===== config.mk =====
export PLATFORM = sky130hd
export DESIGN_NAME = dr4_reorder
export DESIGN_NICKNAME = d
export VERILOG_FILES = /design/src/rtl/dr4_reorder.sv
export SDC_FILE = /design/constraint.sdc
export NUM_CORES = 2
export LEC_CHECK = 0
export BUFFER_PORTS_ARGS = -buffer_cell sky130_fd_sc_hd__buf_2
export CAP_MARGIN = 20
export CORE_MARGIN = 5
export CORE_UTILIZATION = 39
export DETAILED_ROUTE_END_ITERATION = 16
export PLACE_DENSITY = 0.55
export SLEW_MARGIN = 25
export SYNTH_ARGS = -nofsm -noshare
export SYNTH_HDL_FRONTEND = slang
export SYNTH_SLANG_ARGS = --single-unit

===== constraint.sdc =====
create_clock -name clk -period 5.3 [get_ports clk]
set_input_delay 0.265 -clock clk [delete_from_list [all_inputs] [get_ports clk]]
set_output_delay 0.265 -clock clk [all_outputs]
set_load 0.05 [all_outputs]

===== src/rtl/dr4_reorder.sv =====
module dr4_reorder #(
  parameter int DW     = 14,
  parameter int DIGITS = 3
) (
  input  logic                 clk,
  input  logic                 rst_n,
  input  logic                 in_head,
  input  logic signed [DW-1:0] in_re,
  input  logic signed [DW-1:0] in_im,
  output logic                 out_head,
  output logic signed [DW-1:0] out_re,
  output logic signed [DW-1:0] out_im
);
  localparam int AW = 2 * DIGITS;
  localparam int N  = 1 << AW;
  localparam logic [AW-1:0] LAST = AW'(N - 1);

  logic [2*DW-1:0] mem [2*N];

  logic          wr_run, wr_bank, rd_run;
  logic [AW-1:0] wr_cnt, rd_cnt, rd_addr, wr_addr;
  logic          wr_en, wr_last;
  logic [2*DW-1:0] rd_word;

  assign wr_en   = in_head | wr_run;
  assign wr_addr = in_head ? '0 : wr_cnt;
  assign wr_last = wr_en && (wr_addr == LAST);

  for (genvar g = 0; g < DIGITS; g++) begin : g_rev
    assign rd_addr[2*g +: 2] = rd_cnt[2*(DIGITS-1-g) +: 2];
  end

  assign rd_word = mem[{~wr_bank, rd_addr}];

  always_ff @(posedge clk) begin
    if (wr_en) mem[{wr_bank, wr_addr}] <= {in_re, in_im};
  end

  always_ff @(posedge clk) begin
    if (!rst_n) begin
      wr_run  <= 1'b0;
      wr_cnt  <= '0;
      wr_bank <= 1'b0;
      rd_run  <= 1'b0;
      rd_cnt  <= '0;
    end else begin
      wr_run <= wr_en && !wr_last;
      if (wr_en) wr_cnt <= wr_addr + 1'b1;
      if (wr_last) begin
        wr_bank <= ~wr_bank;
        rd_run  <= 1'b1;
        rd_cnt  <= '0;
      end else if (rd_run) begin
        rd_cnt <= rd_cnt + 1'b1;
        if (rd_cnt == LAST) rd_run <= 1'b0;
      end
    end
  end

  always_ff @(posedge clk) begin
    if (!rst_n) begin
      out_head <= 1'b0;
      out_re   <= '0;
      out_im   <= '0;
    end else begin
      out_head <= rd_run && (rd_cnt == '0);
      out_re   <= rd_run ? rd_word[2*DW-1:DW] : '0;
      out_im   <= rd_run ? rd_word[DW-1:0]    : '0;
    end
  end
endmodule



==> results by group <==
Synthesis
  • Post-synthesis sequential area ratio: 0.7826
  • Ys flop type: edfxtp_1
  • Post-synth EDFFs: roughly 3600
  • Ys Warns: 0
  • Syn Nets: 6125
  • FFs w/ async S/R, synth: 0
  • FF+latch count, synth: 3628
  • Mapped Area: around 140000 µm²
  • Cells after Synth: 6091
  • Syn Area/Cell: about 23 µm²
  • Post-synth cell types: 69

Clocking
  • Clk sinks: about 3600
  • CTS H-tree lvls: 5
  • Postcts setup bufs: 0
  • CTS tree: built
  • Max Root-Sink Buffers: 4
  • Clock slew at reported path FFs: 0.06 ns
  • Total CTS buffers: 375
  • Hold buffer count at CTS: 28
  • CTS resizes: 0
  • Worst-Skew Late Latency: 0.95 ns
  • Clk root buf: clkbuf_16

Final layout
  • Final core utilization: 0.4510
  • Layout cell share with drive strength beyond 1: 0.2938
  • Number of nets in the layout: 6636
  • P&R area growth vs syn: 15.52%
  • Fillers: 29777
  • Fin cells: 11678
  • Reg area: 108500 µm²
  • Area of the multi-input gates: ~30000 µm²

Detailed routing
  • 1st-pass router iterations: 6
  • DR iter-0 viols: 8894
  • Via count: 68395
  • DRT antenna net count: 0
  • Via density: 5.857
  • DRC violations left: 0
  • Avg WL per Cell: roughly 35 µm
  • WL final: 412000 µm

STA
  • Fin. Hold Viols: 0
  • Final Max Slew Viols: 0
  • Worst-margin pin slew: 1.134 ns
  • Setup tns final: 0 ns
  • Final worst path period share: 0.7996
  • Slew headroom: 0.2423
  • Final hold slack: 0.03581 ns
  • Clock Skews: between 0.05 and 0.06 ns
  • Count of final setup violators: 0
  • Final Critical Period: 4.238 ns
  • Fmax: ~240 MHz
  • RSZ-0062 raised after global routing: false

Global routing
  • Grt peak-use layer: met2
  • Initial antenna violation count: 41
  • Pin count of the biggest net entering global routing: 97
  • Number of global-route vias before repair: 68028
  • GR Util met2: 0.3592
  • First-pass GRT wire length: 567800 µm
  • Global routing met1 resource utilization: 0.3109
  • Met3 Track Usage GR: 0.03567
  • GRT Total Usage: 0.2213
  • GR Overflow Total: 0

Setup path
  • Worst Path Max Fanout: 27
  • WS Path Type: reg2reg
  • Crit path required time: around 6.1 ns
  • Critical Path Start Type: flop
  • Crit end category: flop
  • Worst EP arrival: 5.04 ns

Floorplan
  • Height of the die: between 600 and 700 µm
  • Starting density of the core: 0.3904
  • Die area: ~370000 µm²
  • # rows: 219
  • Core ar.: 355100 µm²
  • Die width: 606.2 µm
  • I/O pins: 60

Pwr
  • VDD IR max: 0.0002586 V
  • Power Dens Cells: 365.1 nW/µm²
  • Total power: 58.48 mW
  • Leakage: approximately 48 nW

Placement
  • GPL Wtd Cong: 0.8495
  • DP Cell Count: 10944
  • Post-DP HPWL: roughly 240000 µm
  • Port Buffers: 59

Min path
  • HP Class: in2reg

Flow run
  • Max Cap Viol: 0

Run status
  • Status: finished, final reports clean
==> final timing paths <==
path | startpoint | endpoint | slack, ns | depth (start not counted)
min reg2reg | wr_cnt[3]$_SDFFE_PN0P_ | wr_cnt[3]$_SDFFE_PN0P_ | 0.64 | 2
max reg2reg | rd_cnt[4]$_SDFFE_PP0P_ | out_re[10]$_SDFF_PN0_ | 1.06 | 8
min | in_re[9] | mem[7][23]$_DFFE_PP_ | 0.04 | 1
max | rd_cnt[4]$_SDFFE_PP0P_ | out_re[10]$_SDFF_PN0_ | 1.06 | 8
==> cell families (layout without fill, tap and decap cells) <==
family / Yosys count / count (layout) / share of synthesized area
fa+ha+maj: 3 / 3 / 0.0002708
flops: 3628 / 3628 / 0.7826
mux: 1191 / 1191 / 0.1650
simple gates: 492 / 492 / 0.01548
xor+xnor: 8 / 8 / 0.0005053
buf+inv: 345 / 1160 / 0.01439
other cells: 0 / 21 / 0
compound gates: 424 / 424 / 0.02179
==> critical path: stages, from the launching register on <==
cell and delay (ns):
dfxtp_4 0.84, buf_4 0.60, mux4_2 0.56, nand2_1 0.09, a21oi_1 0.08, a2111oi_1 0.97, buf_4 0.25, a311oi_2 0.10
or4_1 0.57
==> cell usage in the layout (no fill, tap or decap), types with 9 or more instances in the layout <==
master / instances
bufinv_16: 37
a21oi_1: 63
a211oi_1: 25
o21ai_0: 53
clkinv_2: 60
a31oi_1: 10
clkbuf_1: 82
clkinv_1: 75
edfxtp_1: 3584
mux2i_1: 297
a22oi_1: 41
a2111oi_0: 9
inv_6: 10
buf_2: 32
nor3_1: 10
nor2_1: 49
dfxtp_1: 39
buf_4: 358
o22ai_1: 44
nor2_4: 129
buf_12: 44
o221ai_1: 36
and2_1: 9
dlygate4sd3_1: 30
nand3_1: 35
o211ai_1: 17
nor2b_1: 12
mux4_2: 873
clkbuf_16: 381
nand2_1: 174
clkinvlp_4: 14
a221oi_1: 50
nand4_1: 20
diode_2: 21
mux2_2: 21
==> metrics by stage <==
step	instance area, µm²	setup slack, ns
floorplan	138600	2.093
global route	160100	1.053
finish	160200	1.062
CTS	160000	1.086
global placement	147400	0.6882
detailed placement	147600	1.107
==> power by group <==
group	leakage, nW	internal [mW]	switching (mW)	total, mW
Clock	5.91	15.1	11.1	26.2
Sequential	32.6	31.5	0.0122	31.6
Combinational	9.93	0.0908	0.621	0.712
Total	48.4	46.7	11.7	58.5
==> flip-flops by register name, indices dropped and copies added (netlist names) <==
name      count
wr_bank       1
out_head      1
wr_run        1
out_re       14
wr_cnt        6
out_im       14
rd_cnt        6
rd_run        1
mem        3584
==> metal layers <==
layer | share of wire | vias to the layer above
li1 | - | 27044
met1 | 0.40 | 37469
met2 | 0.48 | 3284
met3 | 0.083 | 586
met4 | 0.032 | 12
met5 | 0.00019 | -
==> Yosys cell counts (20+ instances only) <==
cell         n  area (µm²)
a21oi_1     64       320.3
a221oi_1    51       446.7
nand2_1    174       653.1
buf_4       53       397.9
o21ai_0     58       290.3
buf_6       54       608.1
mux4_2     873       19660
edfxtp_1  3584      107600
nand3_1     39       195.2
nor2_1     184       690.7
a22oi_1     41       307.8
o22ai_1     44       275.3
clkbuf_1   124       465.5
dfxtp_1     44       880.8
buf_1       30       112.6
buf_2       77       385.4
nand4_1     20       125.1
mux2_2      21       236.5
mux2i_1    297        2973
a211oi_1    26       195.2
o221ai_1    36       315.3
==> final cells by class <==
class | instances | share of cell area
Multi-Input combinational cell | 2118 | 0.1828
Clock buffer | 467 | 0.06179
Tap cell | 4751 | 0.03712
Inverter | 7 | 0.0002422
Antenna cell | 21 | 0.0003281
Sequential cell | 3628 | 0.6776
Timing Repair Buffer | 472 | 0.02592
Clock inverter | 214 | 0.01422
Power figures use the tool's default switching activity.
